[src/rtl/gpio_bank_pkg.sv]
// Package: shared sizes, address-map constants and register-select types
// for the banked GPIO register file. Assumes four banks; bank 3 sits in a
// separate window above the interleaved banks 0..2.
package gpio_bank_pkg;

    localparam int NUM_BANKS      = 4;
    localparam int PINS_PER_BANK  = 32;
    localparam int NUM_PINS       = NUM_BANKS * PINS_PER_BANK;
    localparam int ADDR_W         = 12;
    localparam int DATA_W         = 32;
    localparam int BANK_W         = $clog2(NUM_BANKS);

    // Banks 0..NUM_BANKS-2 interleave inside a group; the last one lives apart.
    localparam int NEAR_BANKS      = NUM_BANKS - 1;
    localparam int GROUP_STRIDE    = 4 * NEAR_BANKS;
    localparam int NUM_GROUPS      = 7;
    localparam int ALT_BASE        = NUM_GROUPS * GROUP_STRIDE;
    localparam int ALT_PAIR_STRIDE = 8;
    localparam int FAR_BANK_OFS    = 'h100;
    localparam int WINDOW_END      = 'h200;

    typedef enum logic [3:0] {
        K_UNMAPPED,
        K_LEVEL,
        K_DIR,
        K_SET,
        K_CLR,
        K_EDGE,
        K_ALT_LO,
        K_ALT_HI,
        K_FAR
    } reg_kind_e;

    typedef struct packed {
        reg_kind_e           kind;
        logic [BANK_W-1:0]   bank;
    } reg_sel_t;

    // Register kind of each group, in address order (order fixes the map).
    function automatic reg_kind_e group_kind(input int g);
        case (g)
            0:       return K_LEVEL;
            1:       return K_DIR;
            2:       return K_SET;
            3:       return K_CLR;
            default: return K_EDGE;
        endcase
    endfunction

endpackage

[src/rtl/gpio_addr_decode.sv]
// Module: byte offset -> register kind and bank. Purely combinational.
// Assumes word accesses; a misaligned offset inside the window is unmapped.
module gpio_addr_decode
    import gpio_bank_pkg::*;
#(
    parameter int AW = ADDR_W
) (
    input  logic [AW-1:0] addr,
    output reg_sel_t      sel
);

    // Match the offset against every group slot and alternate-function word.
    always_comb begin
        sel = '{kind: K_UNMAPPED, bank: '0};
        if (int'(addr) >= WINDOW_END) begin
            sel.kind = K_FAR;
        end else if (addr[1:0] == 2'b00) begin
            if (int'(addr) < FAR_BANK_OFS) begin
                for (int g = 0; g < NUM_GROUPS; g++) begin
                    for (int b = 0; b < NEAR_BANKS; b++) begin
                        if (int'(addr) == g * GROUP_STRIDE + 4 * b) begin
                            sel.kind = group_kind(g);
                            sel.bank = BANK_W'(b);
                        end
                    end
                end
                for (int k = 0; k < NUM_BANKS; k++) begin
                    if (int'(addr) == ALT_BASE + ALT_PAIR_STRIDE * k) begin
                        sel.kind = K_ALT_LO;
                        sel.bank = BANK_W'(k);
                    end
                    if (int'(addr) == ALT_BASE + ALT_PAIR_STRIDE * k + 4) begin
                        sel.kind = K_ALT_HI;
                        sel.bank = BANK_W'(k);
                    end
                end
            end else begin
                for (int g = 0; g < NUM_GROUPS; g++) begin
                    if (int'(addr) == FAR_BANK_OFS + g * GROUP_STRIDE) begin
                        sel.kind = group_kind(g);
                        sel.bank = BANK_W'(NUM_BANKS - 1);
                    end
                end
            end
        end
    end

endmodule

[src/rtl/gpio_bank.sv]
// Module: state of one 32-pin bank: direction, output latch, two
// alternate-function words and a registered sample of the pin inputs.
// Assumes at most one write strobe is active per cycle.
module gpio_bank #(
    parameter int W = 32
) (
    input  logic         clk,
    input  logic         rst_n,
    input  logic [W-1:0] wdata,
    input  logic         wr_dir,
    input  logic         wr_set,
    input  logic         wr_clr,
    input  logic         wr_alt_lo,
    input  logic         wr_alt_hi,
    input  logic [W-1:0] pad_in,
    output logic [W-1:0] dir_q,
    output logic [W-1:0] alt_lo_q,
    output logic [W-1:0] alt_hi_q,
    output logic [W-1:0] level,
    output logic [W-1:0] drv
);

    logic [W-1:0] latch_q;
    logic [W-1:0] in_smp_q;

    // Direction word: plain read/write.
    always_ff @(posedge clk) begin
        if (!rst_n)      dir_q <= '0;
        else if (wr_dir) dir_q <= wdata;
    end

    // Output latch: changed only by the set and clear ports.
    always_ff @(posedge clk) begin
        if (!rst_n)      latch_q <= '0;
        else if (wr_set) latch_q <= latch_q | wdata;
        else if (wr_clr) latch_q <= latch_q & ~wdata;
    end

    // Alternate-function storage words.
    always_ff @(posedge clk) begin
        if (!rst_n) begin
            alt_lo_q <= '0;
            alt_hi_q <= '0;
        end else begin
            if (wr_alt_lo) alt_lo_q <= wdata;
            if (wr_alt_hi) alt_hi_q <= wdata;
        end
    end

    // Input sample register feeding the level view.
    always_ff @(posedge clk) begin
        if (!rst_n) in_smp_q <= '0;
        else        in_smp_q <= pad_in;
    end

    // Driven value and level view.
    always_comb begin
        drv   = latch_q & dir_q;
        level = drv | (in_smp_q & ~dir_q);
    end

    // the latch holds whenever neither set nor clear is written.
    a_r3_latch_hold: assert property (@(posedge clk) disable iff (!rst_n)
        !(wr_set || wr_clr) |=> $stable(latch_q));

    // the direction word holds without a direction write.
    a_r2_dir_hold: assert property (@(posedge clk) disable iff (!rst_n)
        !wr_dir |=> $stable(dir_q));

endmodule

[src/rtl/gpio_read_mux.sv]
// Module: selects the read word for a decoded register. Combinational.
// Write-only, edge-owned, unmapped and far offsets all return zero.
module gpio_read_mux
    import gpio_bank_pkg::*;
#(
    parameter int NB = NUM_BANKS,
    parameter int W  = PINS_PER_BANK
) (
    input  reg_sel_t              sel,
    input  logic [NB-1:0][W-1:0]  level,
    input  logic [NB-1:0][W-1:0]  dir,
    input  logic [NB-1:0][W-1:0]  alt_lo,
    input  logic [NB-1:0][W-1:0]  alt_hi,
    output logic [W-1:0]          rd_word
);

    // Pick the word by register kind, then by bank.
    always_comb begin
        case (sel.kind)
            K_LEVEL:  rd_word = level[sel.bank];
            K_DIR:    rd_word = dir[sel.bank];
            K_ALT_LO: rd_word = alt_lo[sel.bank];
            K_ALT_HI: rd_word = alt_hi[sel.bank];
            default:  rd_word = '0;
        endcase
    end

endmodule

[src/rtl/gpio_bank_regfile.sv]
// Module: top of the banked GPIO register file. Decodes bus accesses,
// steers write strobes to the banks, registers read data and the
// level-read and bad-address pulses. Assumes a single-cycle bus with no
// wait states; read data is valid one cycle after bus_re.
module gpio_bank_regfile
    import gpio_bank_pkg::*;
#(
    parameter int NB = NUM_BANKS,
    parameter int W  = PINS_PER_BANK,
    parameter int AW = ADDR_W,
    localparam int NP = NB * W
) (
    input  logic          clk,
    input  logic          rst_n,
    input  logic [AW-1:0] bus_addr,
    input  logic          bus_we,
    input  logic [W-1:0]  bus_wdata,
    input  logic          bus_re,
    output logic [W-1:0]  bus_rdata,
    input  logic [NP-1:0] pin_in,
    output logic [NP-1:0] pin_out,
    output logic [NP-1:0] pin_oe,
    output logic          lvl_rd_pulse,
    output logic          bad_addr_pulse
);

    reg_sel_t             sel;
    logic [NB-1:0]        we_dir, we_set, we_clr, we_alo, we_ahi;
    logic [NB-1:0][W-1:0] dir_w, alo_w, ahi_w, lvl_w, drv_w;
    logic [NB-1:0][W-1:0] pin_in_w;
    logic [W-1:0]         rd_word;

    gpio_addr_decode #(.AW(AW)) u_dec (
        .addr (bus_addr),
        .sel  (sel)
    );

    assign pin_in_w = pin_in;

    generate
        for (genvar b = 0; b < NB; b++) begin : g_bank
            // Per-bank write strobes from the decoded select.
            always_comb begin
                we_dir[b] = bus_we && sel.kind == K_DIR    && int'(sel.bank) == b;
                we_set[b] = bus_we && sel.kind == K_SET    && int'(sel.bank) == b;
                we_clr[b] = bus_we && sel.kind == K_CLR    && int'(sel.bank) == b;
                we_alo[b] = bus_we && sel.kind == K_ALT_LO && int'(sel.bank) == b;
                we_ahi[b] = bus_we && sel.kind == K_ALT_HI && int'(sel.bank) == b;
            end

            gpio_bank #(.W(W)) u_bank (
                .clk       (clk),
                .rst_n     (rst_n),
                .wdata     (bus_wdata),
                .wr_dir    (we_dir[b]),
                .wr_set    (we_set[b]),
                .wr_clr    (we_clr[b]),
                .wr_alt_lo (we_alo[b]),
                .wr_alt_hi (we_ahi[b]),
                .pad_in    (pin_in_w[b]),
                .dir_q     (dir_w[b]),
                .alt_lo_q  (alo_w[b]),
                .alt_hi_q  (ahi_w[b]),
                .level     (lvl_w[b]),
                .drv       (drv_w[b])
            );
        end
    endgenerate

    gpio_read_mux #(.NB(NB), .W(W)) u_rmux (
        .sel     (sel),
        .level   (lvl_w),
        .dir     (dir_w),
        .alt_lo  (alo_w),
        .alt_hi  (ahi_w),
        .rd_word (rd_word)
    );

    // Flatten bank vectors to pins: pin n = bank n/W, bit n%W.
    assign pin_out = drv_w;
    assign pin_oe  = dir_w;

    // Registered read data; zero when no read is made.
    always_ff @(posedge clk) begin
        if (!rst_n)      bus_rdata <= '0;
        else if (bus_re) bus_rdata <= rd_word;
        else             bus_rdata <= '0;
    end

    // One-cycle notify and error pulses.
    always_ff @(posedge clk) begin
        if (!rst_n) begin
            lvl_rd_pulse   <= 1'b0;
            bad_addr_pulse <= 1'b0;
        end else begin
            lvl_rd_pulse   <= bus_re && sel.kind == K_LEVEL;
            bad_addr_pulse <= (bus_re || bus_we) && sel.kind == K_UNMAPPED;
        end
    end

    // at most one bank register is written per cycle.
    a_r3_one_strobe: assert property (@(posedge clk) disable iff (!rst_n)
        $onehot0({we_dir, we_set, we_clr, we_alo, we_ahi}));

    // write-only ports read back as zero.
    a_r4_wo_zero: assert property (@(posedge clk) disable iff (!rst_n)
        bus_re && (sel.kind == K_SET || sel.kind == K_CLR) |=> bus_rdata == '0);

    // the notify pulse only follows a read.
    a_r5_notify_after_read: assert property (@(posedge clk) disable iff (!rst_n)
        lvl_rd_pulse |-> $past(bus_re));

    // offsets beyond the window read as zero.
    a_r8_far_zero: assert property (@(posedge clk) disable iff (!rst_n)
        bus_re && int'(bus_addr) >= WINDOW_END |=> bus_rdata == '0);

    // the error pulse follows an access inside the window.
    a_r9_err_in_window: assert property (@(posedge clk) disable iff (!rst_n)
        bad_addr_pulse |-> $past(bus_re || bus_we) && int'($past(bus_addr)) < WINDOW_END);

endmodule

[config.mk]
export PLATFORM = sky130hd
export DESIGN_NAME = gpio_bank_regfile
export DESIGN_NICKNAME = d
export VERILOG_FILES = /design/src/rtl/gpio_bank_pkg.sv /design/src/rtl/gpio_addr_decode.sv /design/src/rtl/gpio_bank.sv /design/src/rtl/gpio_read_mux.sv /design/src/rtl/gpio_bank_regfile.sv
export SDC_FILE = /design/constraint.sdc
export NUM_CORES = 2
export LEC_CHECK = 0
export ABC_AREA = 1
export BUFFER_PORTS_ARGS = -buffer_cell sky130_fd_sc_hd__buf_2
export CORE_MARGIN = 4
export CORE_UTILIZATION = 57
export DETAILED_ROUTE_END_ITERATION = 7
export PLACE_DENSITY = 0.87
export RECOVER_POWER = 50
export SYNTH_ARGS = -nofsm -noshare
export SYNTH_HDL_FRONTEND = slang
export SYNTH_SLANG_ARGS = --single-unit
[constraint.sdc]
create_clock -name clk -period 3.55 [get_ports clk]
set_clock_uncertainty 0.1 [all_clocks]
set_input_delay 0.71 -clock clk [delete_from_list [all_inputs] [get_ports clk]]
set_output_delay 0.71 -clock clk [all_outputs]
set_load 0.01 [all_outputs]
==> impl_metrics.json <==
{
  "post-dp-hpwl_um": 78800,
  "core_um2": 53900,
  "max-cap-violations": 1,
  "ys_top_cells_by_area": "dfxtp_1, nand2_1, nor2_1",
  "required_ps": 3980,
  "antenna_found_initial": 1,
  "syn_to_final_growth_pct": 15.2,
  "min-delay-path-class": "in2reg",
  "finalHoldViolCount": 0,
  "p_comb_share_pct": 5.1,
  "n_antenna_cell": 0,
  "p_leak_nw": 17.3,
  "path_cells": "clkbuf_2 -> clkbuf_2 -> o21ai_0 -> a21oi_1",
  "cts_resized": 0,
  "fmax_ghz": 0.311,
  "io_pins": 466,
  "fin_nets": 5251,
  "die_h_um": 241,
  "die_x_um": 241,
  "cpLargestDelayFamily": "buffers and inverters",
  "holdWs_ps": 184,
  "synth_nets": 4952,
  "synth_area_um2": 31000,
  "cts_sinks": 674,
  "ir_drop_uv": 310,
  "fin_util_pct": 66.3,
  "drive_gt1_share_pct": 8.69,
  "synth_top_cell_area_share_pct": 43.5,
  "crit_fanout": 98,
  "cp_slowest_cell": "clkbuf_2",
  "final-setup-viol-count": 0,
  "worstPathArrival_ps": 3650,
  "intPower_w": 0.0121,
  "slowest_delay_ps": 1480,
  "final.min_clock_period_ps": 3220,
  "crit_path_start_kind": "input port",
  "vias": 34300,
  "die-area_um2": 58300,
  "ys_ff_latch": 674,
  "cts-buffers-inserted": 70,
  "yosys_warnings": 0,
  "p_seq_share_pct": 48.6,
  "cts_root_buf": "clkbuf_16",
  "grtUsageTotal_pct": 39.3,
  "drt_pre_antenna_iters": 8,
  "grt_max_degree": 116,
  "ys_seq_area_share_pct": 43.5,
  "drc": 26,
  "netSwitchingFraction_pct": 23.5,
  "gp_congestion": 0.987,
  "finalCritPeriodShare_pct": 90.6,
  "syn_inst": 4776,
  "clkTransAtPathRegs_ps": 60,
  "h-tree-depth": 3,
  "ctsHoldBuffers": 0,
  "cts_setup_buffers": 0,
  "async_flop_share_pct": 0,
  "totalWireLength_um": 119000,
  "synth_top_area_cell": "dfxtp_1",
  "rows": 85,
  "viasPerCell": 5.90,
  "path_class": "in2reg",
  "clk_path_buf_depth": 3,
  "slew_viol_final": 96,
  "critPathBufInv": 2,
  "yosysUniqueCellTypes": 33,
  "grt_pass1_vias": 31800,
  "post_synth.cell_area_avg_um2": 6.50,
  "cts_tree": "done",
  "total_power_w": 0.0158,
  "failed_checks": "DRC, capacitance limit, slew limit",
  "synth_edf_count": 0,
  "slew_headroom_pct": -43.8,
  "worst_pin_slew_ps": 2160,
  "drtAntennaViolNets": 0,
  "portBuffers": 465,
  "initial_core_util_pct": 57.6,
  "outcome": "complete, but fails checks",
  "grt_pass1_wl_um": 180000,
  "wl_per_cell_um": 20.5,
  "clockPowerShare_pct": 46.3,
  "overflow": 0,
  "rsz0062_at_grt": "no",
  "netSwitchingPower_w": 0.00371,
  "finalSetupTns_ps": 0,
  "power.density_nw_per_um2": 441,
  "clkLatencyLatePin_ps": 610,
  "critPathCaptureType": "flip-flop",
  "drtIter0Drc": 5317,
  "ys.flop_type": "dfxtp_1",
  "crit_top_cell": "clkbuf_2"
}
-- path summary, 6_finish.rpt --
| kind | slack [ps] | start | depth (start not counted) | end |
|---|---|---|---|---|
| setup / recovery | 330 | rst_n | 4 | g_bank[2].u_bank.alt_hi_q[13] |
| hold / removal | 180 | pin_in[14] | 3 | g_bank[0].u_bank.in_smp_q[14] |
| setup reg to reg | 1640 | g_bank[2].u_bank.dir_q[16] | 9 | bus_rdata[16] |
| hold reg to reg | 370 | flip-flop | 2 | flip-flop |
-- tightest hold or removal path, delay by kind of cell --
kind	cells	cell delay [ps]
buffers and inverters	2	120
AND/OR/NAND/NOR	1	40
-- layer usage --
| layer | up-vias | track usage, % | share of wire (%) |
|---|---|---|---|
| met5 | - | 0.246 | 0.011 |
| met4 | 2 | 21.0 | 6.0 |
| met3 | 513 | 10.3 | 15 |
| met2 | 2831 | 59.3 | 43 |
| met1 | 15500 | 51.7 | 36 |
| li1 | 15400 | - | - |
-- layout by cell type, fill, tap and decap left out, types with 4 or more instances in the layout --
master and count:
nand2_1 1236, nor2_1 713, dfxtp_1 674, inv_1 525, o21ai_0 453, nand3_1 398
a21oi_1 319, clkbuf_1 302, buf_2 173, clkbuf_16 71, buf_4 63, buf_12 38
o21ai_1 31, clkbuf_8 16, nor2_4 14, inv_2 14, clkinv_2 14, nor2_2 9
o211ai_1 7, a31oi_1 7, nand2_2 6, nand2_4 5, nand4_1 4
-- final cells by class --
type | instances | area (µm²)
clock inverters | 22 | 205
fillers | 4627 | 18200
clock buffers | 95 | 2030
well taps | 696 | 871
repair buffers | 572 | 3230
inverters | 541 | 2030
flip-flops and latches | 674 | 13500
multi-input cells | 3216 | 13900
-- cells in the mapped netlist, types with 18 or more instances --
cell / n
nand2_1: 1236
nor2_1: 709
dfxtp_1: 674
inv_1: 523
o21ai_0: 453
nand3_1: 398
a21oi_1: 319
clkbuf_1: 141
buf_2: 126
buf_1: 36
buf_4: 34
o21ai_1: 32
nor2_4: 20
inv_2: 18
-- kinds of logic (layout without fill, tap and decap cells) --
kind of cell	after synthesis	in the layout	share of synthesized area (%)
buffers and inverters	886	1230	11.7
DFF	674	674	43.5
and+or+nand+nor	2396	2396	31.5
AOI/OAI and AO/OA	820	820	13.3
-- power groups by stage --
stage                     logic, W  registers (W)  clock network (W)
after floorplan           0.000444        0.00782                  0
after global placement    0.000757        0.00783                  0
after detailed placement  0.000763        0.00783                  0
after CTS                 0.000767        0.00767            0.00727
after global routing      0.000845        0.00767            0.00759
final                     0.000805        0.00767            0.00731
-- through the flow --
stage	setup slack, ps	instance area [µm²]	instances
2_1_floorplan	818	31000	4776
3_3_place_gp	107	34000	5699
3_5_place_dp	-14.3	34000	5699
4_1_cts	577	36200	5816
5_1_grt	147	35800	5816
6_report	334	35800	5816
No activity file was read; power rests on OpenSTA's default activity.
